`config.mk`:
```
export PLATFORM = sky130hd
export DESIGN_NAME = csk_adder
export DESIGN_NICKNAME = d
export VERILOG_FILES = /design/src/rtl/csk_pkg.sv /design/src/rtl/csk_operand.sv /design/src/rtl/csk_block.sv /design/src/rtl/csk_adder.sv
export SDC_FILE = /design/constraint.sdc
export NUM_CORES = 1
export LEC_CHECK = 0
export ABC_CLOCK_PERIOD_IN_PS = 19450
export BUFFER_PORTS_ARGS = -buffer_cell sky130_fd_sc_hd__buf_2
export CAP_MARGIN = 40
export CELL_PAD_IN_SITES_DETAIL_PLACEMENT = 0
export CELL_PAD_IN_SITES_GLOBAL_PLACEMENT = 1
export CORE_UTILIZATION = 36
export DETAILED_ROUTE_END_ITERATION = 10
export PLACE_DENSITY = 0.95
export SLEW_MARGIN = 10
export SYNTH_ARGS = -nofsm -noshare
export SYNTH_HDL_FRONTEND = slang
export SYNTH_SLANG_ARGS = --single-unit
export TNS_END_PERCENT = 100
```
`constraint.sdc`:
```
create_clock -name vclk -period 19.45
set_input_delay 0.9725 -clock vclk [all_inputs]
set_output_delay 0.9725 -clock vclk [all_outputs]
set_load 0.05 [all_outputs]
```
`src/rtl/csk_pkg.sv`:
```
package csk_pkg;
   // number of equal slices a word of w bits splits into
   function automatic int unsigned slice_count(input int unsigned w, input int unsigned b);
      return w / b;
   endfunction

   // width of the remainder; any value other than zero is an illegal setting
   function automatic int unsigned slice_rem(input int unsigned w, input int unsigned b);
      return w % b;
   endfunction
endpackage

```
`src/rtl/csk_operand.sv`:
```
module csk_operand #(
   parameter int unsigned WIDTH = 16
) (
   input  logic [WIDTH-1:0] opa,
   input  logic [WIDTH-1:0] opb,
   input  logic             ci,
   input  logic             sub_en,
   output logic [WIDTH-1:0] gen,
   output logic [WIDTH-1:0] prop,
   output logic             c0
);
   logic [WIDTH-1:0] b_eff;

   // invert the second operand bitwise when subtracting
   always_comb begin
      for (int k = 0; k < WIDTH; k++) begin
         b_eff[k] = opb[k] ^ sub_en;
      end
   end

   assign gen  = opa & b_eff;
   assign prop = opa ^ b_eff;
   // subtract mode forces the low-order carry high regardless of ci
   assign c0   = sub_en | ci;
endmodule

```
`src/rtl/csk_block.sv`:
```
module csk_block #(
   parameter int unsigned BLK = 4
) (
   input  logic [BLK-1:0] gen,
   input  logic [BLK-1:0] prop,
   input  logic           c_in,
   output logic [BLK-1:0] sum,
   output logic           c_out,
   output logic           bp
);
   logic [BLK:0] chain;

   assign chain[0] = c_in;

   genvar i;
   generate
      for (i = 0; i < BLK; i++) begin : g_rip
         assign chain[i+1] = gen[i] | (prop[i] & chain[i]);
      end
   endgenerate

   assign sum = prop ^ chain[BLK-1:0];
   assign bp  = &prop;
   // bypass multiplexer: an all-propagate slice forwards its input carry
   assign c_out = bp ? c_in : chain[BLK];
endmodule

```
`src/rtl/csk_adder.sv`:
```
module csk_adder #(
   parameter int unsigned WIDTH = 16,
   parameter int unsigned BLK   = 4
) (
   input  logic [WIDTH-1:0] opa,
   input  logic [WIDTH-1:0] opb,
   input  logic             ci,
   input  logic             sub_en,
   output logic [WIDTH-1:0] sum,
   output logic             co
);
   import csk_pkg::*;

   localparam int unsigned NSLC = slice_count(WIDTH, BLK);

   // reject widths that are not a whole number of slices
   generate
      if (BLK == 0 || WIDTH == 0 || slice_rem(WIDTH, BLK) != 0) begin : g_badcfg
         $error("csk_adder: WIDTH must be a positive multiple of BLK");
      end
   endgenerate

   logic [WIDTH-1:0] gen;
   logic [WIDTH-1:0] prop;
   logic [NSLC:0]    slc_c;
   logic [NSLC-1:0]  slc_bp;

   csk_operand #(.WIDTH(WIDTH)) u_opnd (
      .opa    (opa),
      .opb    (opb),
      .ci     (ci),
      .sub_en (sub_en),
      .gen    (gen),
      .prop   (prop),
      .c0     (slc_c[0])
   );

   genvar s;
   generate
      for (s = 0; s < NSLC; s++) begin : g_slc
         csk_block #(.BLK(BLK)) u_blk (
            .gen   (gen[s*BLK +: BLK]),
            .prop  (prop[s*BLK +: BLK]),
            .c_in  (slc_c[s]),
            .sum   (sum[s*BLK +: BLK]),
            .c_out (slc_c[s+1]),
            .bp    (slc_bp[s])
         );
      end
   endgenerate

   assign co = slc_c[NSLC];
endmodule

```
==> results of run 1 <==
power groups by stage:
stage	logic, W	registers [W]	clock network, W
6_report	0.0000831	0	0
5_1_grt	0.0000908	0	0
4_1_cts	0.0000847	0	0
3_5_place_dp	0.0000843	0	0
3_3_place_gp	0.0000818	0	0
2_1_floorplan	0.0000644	0	0
metal layers:
layer	wire length, um	global-route usage (%)
met2	1040	28.33
met3	124	1.437
met1	688	15.03
met4	0	0
met5	0	0
critical path: stages:
cell and delay, ns:
buf_2 0.39, xor2_1 0.24, inv_1 0.08, fa_1 0.38
fa_1 0.39, fa_1 0.39, fa_1 0.38, mux2_4 0.30
fa_1 0.42, fa_1 0.40, fa_1 0.39, fa_1 0.37
a41oi_1 0.22, nor2_1 0.09, fa_1 0.40, fa_1 0.39
fa_1 0.40, fa_1 0.39, nand2_1 0.07, nand2_1 0.06
fa_1 0.39, fa_1 0.42, fa_1 0.37, inv_1 0.08
fa_1 0.41, buf_2 0.22
cells by family after synthesis:
| logic type | share of synthesized area, % |
|---|---|
| buf+inv | 20.19 |
| simple gates | 5.277 |
| xor+xnor | 14.78 |
| fa+ha+maj | 54.88 |
| compound gates | 3.298 |
| mux | 1.583 |
through the flow:
step                cell area [um^2]  total power [W]  hold WS [ns]  utilization (%)  setup slack [ns]
CTS                             1222       0.00008467         2.485            49.34             9.310
detailed placement              1222       0.00008425         2.471            49.34             9.345
floorplan                      948.4       0.00006441         2.349                -             9.939
global route                    1222       0.00009082         2.511            49.34             9.072
global placement                1222       0.00008178         2.465            49.34             9.552
finish                          1222       0.00008314         2.479            49.34             9.406
worst max-delay path by stage:
stage,from,slack (ns),to
after floorplan,sub_en,9.94,sum[15]
after global placement,sub_en,9.55,sum[15]
after detailed placement,sub_en,9.35,sum[15]
after CTS,sub_en,9.31,sum[15]
after global routing,sub_en,9.07,sum[15]
final,sub_en,9.41,sum[15]
cell usage in the layout (no fill, tap or decap):
cell / instances
fa_1: 16
a41oi_1: 1
o21ai_2: 1
nand2_1: 2
ha_1: 16
inv_1: 46
nor2_2: 1
nor2_1: 3
a21oi_1: 1
buf_2: 51
xor2_1: 16
mux2_4: 1
a22o_1: 1
nand4_1: 4
area by class of cell:
class | instances | area share [%]
repair buffers | 51 | 20.88
multi-input cells | 63 | 61.92
well taps | 30 | 3.071
inverters | 46 | 14.12
==> results.py, run 1 <==
metrics = {
    "run_status": {
        "outcome": "completed",
    },
    "detailed_routing": {
        "wl_mm": 1.852,
        "firstDrtPassIters": 4,
        "postRouteAntennaNets": 0,
        "drc": 0,
        "via_count": 815,
        "routedWlPerCell_um": 9.747,
        "initialDrtViolationCount": 4,
        "vias_per_cell": 4.289,
    },
    "pwr": {
        "power.switching_w": 0.00006119,
        "p_sw_share_pct": 73.60,
        "pwr-share-seq_pct": 0,
        "leakage_nw": 0.7933,
        "ir_worst_vdd_v": 0.00005160,
        "comb_power_share_pct": 100.0,
        "power.density_nw_per_um2": 68.02,
        "clkPwrFrac_pct": 0,
        "p_int_w": 0.00002195,
    },
    "global_routing": {
        "grt_pass1_wl_mm": 2.918,
        "grt_overflow": 0,
        "antenna_found_initial": 0,
        "grt_max_degree": 18,
        "globalRouteTotalUtil_pct": 13.60,
        "grt_pass1_vias": 774,
    },
    "sta": {
        "min_period_ns": 10.04,
        "slew_headroom_pct": 67.69,
        "setup_viol": 0,
        "rsz0062_at_grt": "no",
        "slew_violations": 0,
        "report.final.hold_viol_count": 0,
        "setup-tns-final_ns": 0,
        "worst-slew-pin-transition_ns": 0.4846,
        "finalCritPeriodShare_pct": 51.64,
        "max_clock_freq_mhz": 99.56,
    },
    "critical_path": {
        "crit_path_end_kind": "output pin",
        "startpoint_type": "primary input",
        "path_max_fanout": 17,
        "cp.required_ns": 18.48,
        "crit_type": "primary input to output pin",
        "critical_path_arrival_ns": 9.07,
    },
    "logic_synthesis": {
        "yosysWarnings": 0,
        "yosysSeqAreaShare_pct": 0,
        "synth_nets": 177,
        "synth_common_cells": "inv_1, fa_1, ha_1, xor2_1, nand4_1",
        "synth_most_common_cell": "inv_1",
        "yosysTopAreaCell": "fa_1",
        "synthTopCellsByArea": "fa_1, ha_1, inv_1, xor2_1, nand4_1",
        "avgSynthCellArea_um2": 8.544,
        "netlist_area_um2": 948.4,
        "synthDistinctLibCells": 15,
        "yosysTopAreaCellShare_pct": 33.77,
        "syn_inst": 111,
    },
    "flow_run": {
        "drv_cap": 0,
    },
    "placed_design": {
        "place.gp.congestion": 0.7024,
        "placed_cells": 190,
        "numPortBuffers": 51,
        "hpwlAfterDp_mm": 1.738,
    },
    "floorplanning": {
        "die_height_um": 53.33,
        "design.die.area_um2": 2844,
        "die_w_um": 53.33,
        "ios": 51,
        "coreArea_um2": 2477,
        "initial_core_util_pct": 38.28,
        "rows": 18,
    },
    "final_layout": {
        "numSequentialCells": 0,
        "areaGrowthSynthToFinish_pct": 28.89,
        "final_cells": 190,
        "fillers": 286,
        "nNetsFinal": 228,
        "drive_gt1_share_pct": 33.75,
        "antenna_cells": 0,
        "multi_input_area_um2": 757.0,
        "n_clock_buffer": 0,
        "register_area_um2": 0,
    },
    "clocking": {
        "postCtsSetupBuffers": 0,
        "hold_buffers": 0,
        "cts_resized": 0,
    },
    "worst_hold_path": {
        "min_path_type": "primary input to output pin",
        "min_to": "sum[15]",
        "holdPathStages": 3,
        "min_from": "opa[15]",
    },
}
Note: power is estimated with default switching activity, not from simulation.
==> run 2: changes to the inputs <==
--- a/config.mk
+++ b/config.mk
@@ -5,14 +5,14 @@
 export SDC_FILE = /design/constraint.sdc
 export NUM_CORES = 1
 export LEC_CHECK = 0
-export ABC_CLOCK_PERIOD_IN_PS = 19450
+export ABC_CLOCK_PERIOD_IN_PS = 8100
 export BUFFER_PORTS_ARGS = -buffer_cell sky130_fd_sc_hd__buf_2
 export CAP_MARGIN = 40
 export CELL_PAD_IN_SITES_DETAIL_PLACEMENT = 0
 export CELL_PAD_IN_SITES_GLOBAL_PLACEMENT = 1
-export CORE_UTILIZATION = 36
+export CORE_UTILIZATION = 30
 export DETAILED_ROUTE_END_ITERATION = 10
-export PLACE_DENSITY = 0.95
+export PLACE_DENSITY = 0.88
 export SLEW_MARGIN = 10
 export SYNTH_ARGS = -nofsm -noshare
 export SYNTH_HDL_FRONTEND = slang
==> constraint.sdc (replaced) <==
create_clock -name vclk -period 8.1
set_input_delay 0.405 -clock vclk [all_inputs]
set_output_delay 0.405 -clock vclk [all_outputs]
set_load 0.05 [all_outputs]
==> results.py, run 2 (synthesis gave the netlist of run 1 again) <==
metrics = {
    "detailed_routing": {
        "drc": 0,
        "wl_met2_mm": 1.003,
        "vias_per_cell": 3.820,
        "wl_met3_um": 124,
        "routedWlPerCell_um": 8.758,
        "via_count": 806,
        "wl_mm": 1.848,
        "firstDrtPassIters": 4,
        "postRouteAntennaNets": 0,
        "initialDrtViolationCount": 8,
        "met1Wirelength_um": 721,
        "top_layer_used": "met3",
    },
    "final_layout": {
        "antenna_cells": 0,
        "n_clock_buffer": 0,
        "layout_common_cells": "buf_2, inv_1, ha_1",
        "nNetsFinal": 235,
        "fin_util_pct": 44.67,
        "final_common_cell": "buf_2",
        "drive_gt1_share_pct": 46.71,
        "numSequentialCells": 0,
        "register_area_um2": 0,
        "areaGrowthSynthToFinish_pct": 42.61,
    },
    "worst_hold_path": {
        "min_path_type": "primary input to output pin",
    },
    "placed_design": {
        "hpwlAfterDp_mm": 1.759,
        "numPortBuffers": 51,
        "place.gp.congestion": 0.7480,
    },
    "sta": {
        "worst-slew-pin-transition_ns": 0.2759,
        "finalCritPeriodShare_pct": 96.83,
        "rsz0062_at_grt": "no",
        "slew_violations": 0,
        "report.final.hold_viol_count": 0,
        "slew_headroom_pct": 81.54,
        "max_clock_freq_mhz": 127.5,
        "setup_viol": 0,
        "min_period_ns": 7.844,
    },
    "critical_path": {
        "path_max_fanout": 2,
        "cp.required_ns": 7.70,
        "crit_path_end_kind": "output pin",
        "critical_path_arrival_ns": 7.44,
        "crit_type": "primary input to output pin",
        "startpoint_type": "primary input",
    },
    "pwr": {
        "p_total_w": 0.0002133,
        "leakage_nw": 0.8211,
        "ir_worst_vdd_v": 0.00008154,
        "power.density_nw_per_um2": 157.7,
    },
    "global_routing": {
        "grt_pass1_vias": 783,
        "grt_max_degree": 13,
        "grt_overflow": 0,
        "globalRouteTotalUtil_pct": 11.83,
        "grt_pass1_wl_mm": 3.174,
        "antenna_found_initial": 0,
    },
    "floorplanning": {
        "die_height_um": 58.23,
        "die_w_um": 58.23,
        "coreArea_um2": 3028,
        "ios": 51,
        "rows": 20,
        "initial_core_util_pct": 31.32,
        "design.die.area_um2": 3390,
    },
    "flow_run": {
        "drv_cap": 0,
    },
    "run_status": {
        "outcome": "completed",
    },
}
-- run 2: changes by cell type in the layout (fill, tap and decap cells not counted), moves of 2 or more --
cell / previous run / this run
buf_2: 51 / 49
fa_2: 0 / 13
fa_1: 16 / 3
buf_4: 0 / 7
-- run 2: cell type report --
class                      instances  area, um^2
fill                             321        1675
timing repair buffer              58       316.6
tap                               44       55.05
inverter                          46       172.7
multi-input combinational         63       808.3
-- run 2: stage by stage --
| stage | instance area [um^2] | TNS (ns) | setup WS, ns | instances | hold WS (ns) |
|---|---|---|---|---|---|
| global route | 1353 | 0 | 0.02870 | 211 | 1.309 |
| detailed placement | 1309 | -0.2892 | -0.1764 | 210 | 1.372 |
| global placement | 1309 | -0.1010 | -0.07998 | 210 | 1.365 |
| CTS | 1325 | 0 | 0.009930 | 210 | 1.280 |
| floorplan | 979.7 | 0 | 0.02780 | 111 | 1.168 |
| finish | 1353 | 0 | 0.2564 | 211 | 1.281 |
-- run 2: critical path, cell delays in order --
cell	delay, ns
buf_2	0.12
xor2_2	0.16
inv_1	0.07
fa_1	0.37
fa_2	0.35
fa_2	0.34
fa_2	0.34
mux2_4	0.29
fa_2	0.37
fa_2	0.35
fa_1	0.39
fa_2	0.35
a41oi_2	0.19
nor2_2	0.07
fa_2	0.36
fa_2	0.34
fa_2	0.34
fa_2	0.35
nand2_1	0.06
nand2_1	0.07
fa_2	0.34
fa_2	0.35
fa_1	0.36
inv_1	0.09
fa_2	0.43
buf_6	0.17
-- run 2: per-layer routing --
layer | track usage (%) | up-vias
li1 | - | 416
met1 | 13.81 | 362
met2 | 24.14 | 28
met3 | 1.339 | 0
met4 | 0 | 0
met5 | 0 | -
-- run 2: worst paths after layout --
path              startpoint       to  slack [ns]  cells after the start
hold / removal       opa[15]  sum[15]        1.28                      3
setup / recovery      sub_en  sum[15]        0.26                     26
-- run 2: power breakdown --
part	leakage (nW)	internal, W	switching, W
logic	0.821	0.0000634	0.000150
clock network	0	0	0
registers	0	0	0
-- run 2: repair_timing --
action | CTS | global route
endpoints found under the setup margin | 2 | 2
hold buffers | 0 | 0
setup buffers | 0 | 1
gates resized for setup | 6 | 6
endpoints found under the hold margin | 0 | 0
pin swaps | 1 | 0
==> run 3: changes to the inputs <==
--- a/config.mk
+++ b/config.mk
@@ -5,16 +5,18 @@
 export SDC_FILE = /design/constraint.sdc
 export NUM_CORES = 1
 export LEC_CHECK = 0
-export ABC_CLOCK_PERIOD_IN_PS = 8100
+export ABC_CLOCK_PERIOD_IN_PS = 9000
 export BUFFER_PORTS_ARGS = -buffer_cell sky130_fd_sc_hd__buf_2
 export CAP_MARGIN = 40
 export CELL_PAD_IN_SITES_DETAIL_PLACEMENT = 0
 export CELL_PAD_IN_SITES_GLOBAL_PLACEMENT = 1
-export CORE_UTILIZATION = 30
+export CORE_UTILIZATION = 31
 export DETAILED_ROUTE_END_ITERATION = 10
-export PLACE_DENSITY = 0.88
+export PLACE_DENSITY = 0.92
+export REMOVE_ABC_BUFFERS = 1
 export SLEW_MARGIN = 10
 export SYNTH_ARGS = -nofsm -noshare
 export SYNTH_HDL_FRONTEND = slang
+export SYNTH_HIERARCHICAL = 1
 export SYNTH_SLANG_ARGS = --single-unit
 export TNS_END_PERCENT = 100
==> constraint.sdc (replaced) <==
create_clock -name vclk -period 9
set_input_delay 0.45 -clock vclk [all_inputs]
set_output_delay 0.45 -clock vclk [all_outputs]
set_load 0.05 [all_outputs]
==> results.py, run 3 <==
metrics = {
    "run_status": {
        "outcome": "completed",
    },
    "floorplanning": {
        "die_height_um": 51.78,
        "coreArea_um2": 2276,
        "design.die.area_um2": 2681,
        "rows": 17,
        "ios": 51,
        "die_w_um": 51.78,
        "initial_core_util_pct": 33.75,
    },
    "placed_design": {
        "hpwlAfterDp_mm": 1.435,
        "place.gp.congestion": 0.6598,
        "numPortBuffers": 51,
    },
    "final_layout": {
        "layout_common_cells": "buf_2, ha_1, xor2_1",
        "register_area_um2": 0,
        "n_clock_buffer": 0,
        "nNetsFinal": 200,
        "areaGrowthSynthToFinish_pct": 39.41,
        "drive_gt1_share_pct": 56.06,
        "numSequentialCells": 0,
        "final_common_cell": "buf_2",
        "antenna_cells": 0,
    },
    "worst_hold_path": {
        "min_from": "ci",
        "min_path_type": "primary input to output pin",
        "min_to": "sum[0]",
        "holdPathStages": 4,
    },
    "detailed_routing": {
        "postRouteAntennaNets": 0,
        "initialDrtViolationCount": 3,
        "drc": 0,
        "firstDrtPassIters": 4,
        "vias_per_cell": 4.525,
        "routedWlPerCell_um": 9.544,
        "wl_mm": 1.527,
        "via_count": 724,
    },
    "pwr": {
        "pwr-share-seq_pct": 0,
        "p_sw_share_pct": 69.99,
        "ir_worst_vdd_v": 0.0001026,
        "clkPwrFrac_pct": 0,
        "power.switching_w": 0.0001282,
        "comb_power_share_pct": 100.0,
        "p_int_w": 0.00005498,
        "power.density_nw_per_um2": 171.1,
        "leakage_nw": 0.6473,
    },
    "logic_synthesis": {
        "yosysSeqAreaShare_pct": 0,
        "syn_inst": 79,
        "yosysTopAreaCellShare_pct": 52.12,
        "avgSynthCellArea_um2": 9.725,
        "synthTopCellsByArea": "ha_1, xor2_1, or2_2, and4_4, mux2i_1",
        "synth_common_cells": "ha_1, xor2_1, or2_2",
        "yosysTopAreaCell": "ha_1",
        "netlist_area_um2": 768.2,
        "synth_most_common_cell": "ha_1",
        "yosysWarnings": 6,
        "synthDistinctLibCells": 9,
    },
    "critical_path": {
        "crit_path_frequent_cell": "ha_1",
        "slowest_stage": "ha_1",
        "crit_type": "primary input to output pin",
        "path_max_fanout": 10,
        "crit_path_end_kind": "output pin",
        "critPathMaxStageDelay_ns": 0.32,
        "critPathTopFamily": "simple AND/OR/NAND/NOR gates",
        "cp.required_ns": 8.55,
        "crit_buf_inv": 2,
        "startpoint_type": "primary input",
        "critical_path_arrival_ns": 8.14,
    },
    "sta": {
        "setup_viol": 0,
        "min_period_ns": 8.594,
        "whs_ns": 1.436,
        "max_clock_freq_mhz": 116.4,
        "setup-tns-final_ns": 0,
        "worst-slew-pin-transition_ns": 0.2097,
        "report.final.hold_viol_count": 0,
        "slew_headroom_pct": 85.62,
        "slew_violations": 0,
        "finalCritPeriodShare_pct": 95.49,
    },
    "global_routing": {
        "met2_usage_pct": 21.65,
        "grt_pass1_wl_mm": 2.421,
        "met3_usage_pct": 0,
        "top_usage_layer": "met2",
        "grt_max_degree": 11,
        "met1_usage_pct": 14.41,
        "globalRouteTotalUtil_pct": 11.13,
        "grt_overflow": 0,
        "antenna_found_initial": 0,
        "grt_pass1_vias": 649,
    },
    "clocking": {
        "hold_buffers": 0,
    },
    "flow_run": {
        "drv_cap": 0,
    },
}
-- run 3: cells by family (layout without fill, tap and decap cells) --
kind of cell	Yosys count	in the layout	share of synthesized area (%)
mux	4	4	5.212
fa+ha+maj	32	32	52.12
xor+xnor	16	16	18.24
buf+inv	6	59	6.025
simple gates	21	21	18.40
-- run 3: metrics by stage --
stage	utilization [%]	std cells	power, W	worst slack (ns)	cell area (um^2)
after floorplan	-	77	0.0001511	0.7634	737.0
after global placement	45.46	157	0.0001771	0.2930	1035
after detailed placement	45.46	157	0.0001798	0.1612	1035
after CTS	45.46	157	0.0001809	0.1487	1035
after global routing	47.06	160	0.0001974	-0.01905	1071
final	47.06	160	0.0001832	0.4057	1071
-- run 3: worst max-delay path by stage --
stage	start	end	slack, ns	depth (start not counted)
after CTS	sub_en	co	0.15	40
after detailed placement	sub_en	co	0.16	40
after global placement	sub_en	co	0.29	40
after global routing	sub_en	co	-0.02	40
after floorplan	sub_en	co	0.76	38
final	sub_en	sum[15]	0.41	38
-- run 3: cell type report --
class | count | area [um^2]
fill | 225 | 1205
inverter | 4 | 15.01
multi-input combinational | 73 | 726.9
tap | 28 | 35.03
timing repair buffer | 55 | 294.0
-- run 3: repair_timing --
item                                    4_1_cts  5_1_grt
resized for setup                             0        7
setup buffers                                 0        3
endpoints found under the setup margin        0        2
-- run 3: power groups by stage --
stage / Combinational [W] / Sequential, W / Clock [W]
after global placement: 0.000177 / 0 / 0
after floorplan: 0.000151 / 0 / 0
after CTS: 0.000181 / 0 / 0
final: 0.000183 / 0 / 0
after global routing: 0.000197 / 0 / 0
after detailed placement: 0.000180 / 0 / 0
-- run 3: layer usage --
layer | share of wire, % | vias up
met4 | 0 | 0
met3 | 6.4 | 0
li1 | - | 381
met5 | 0 | -
met1 | 47 | 307
met2 | 47 | 36
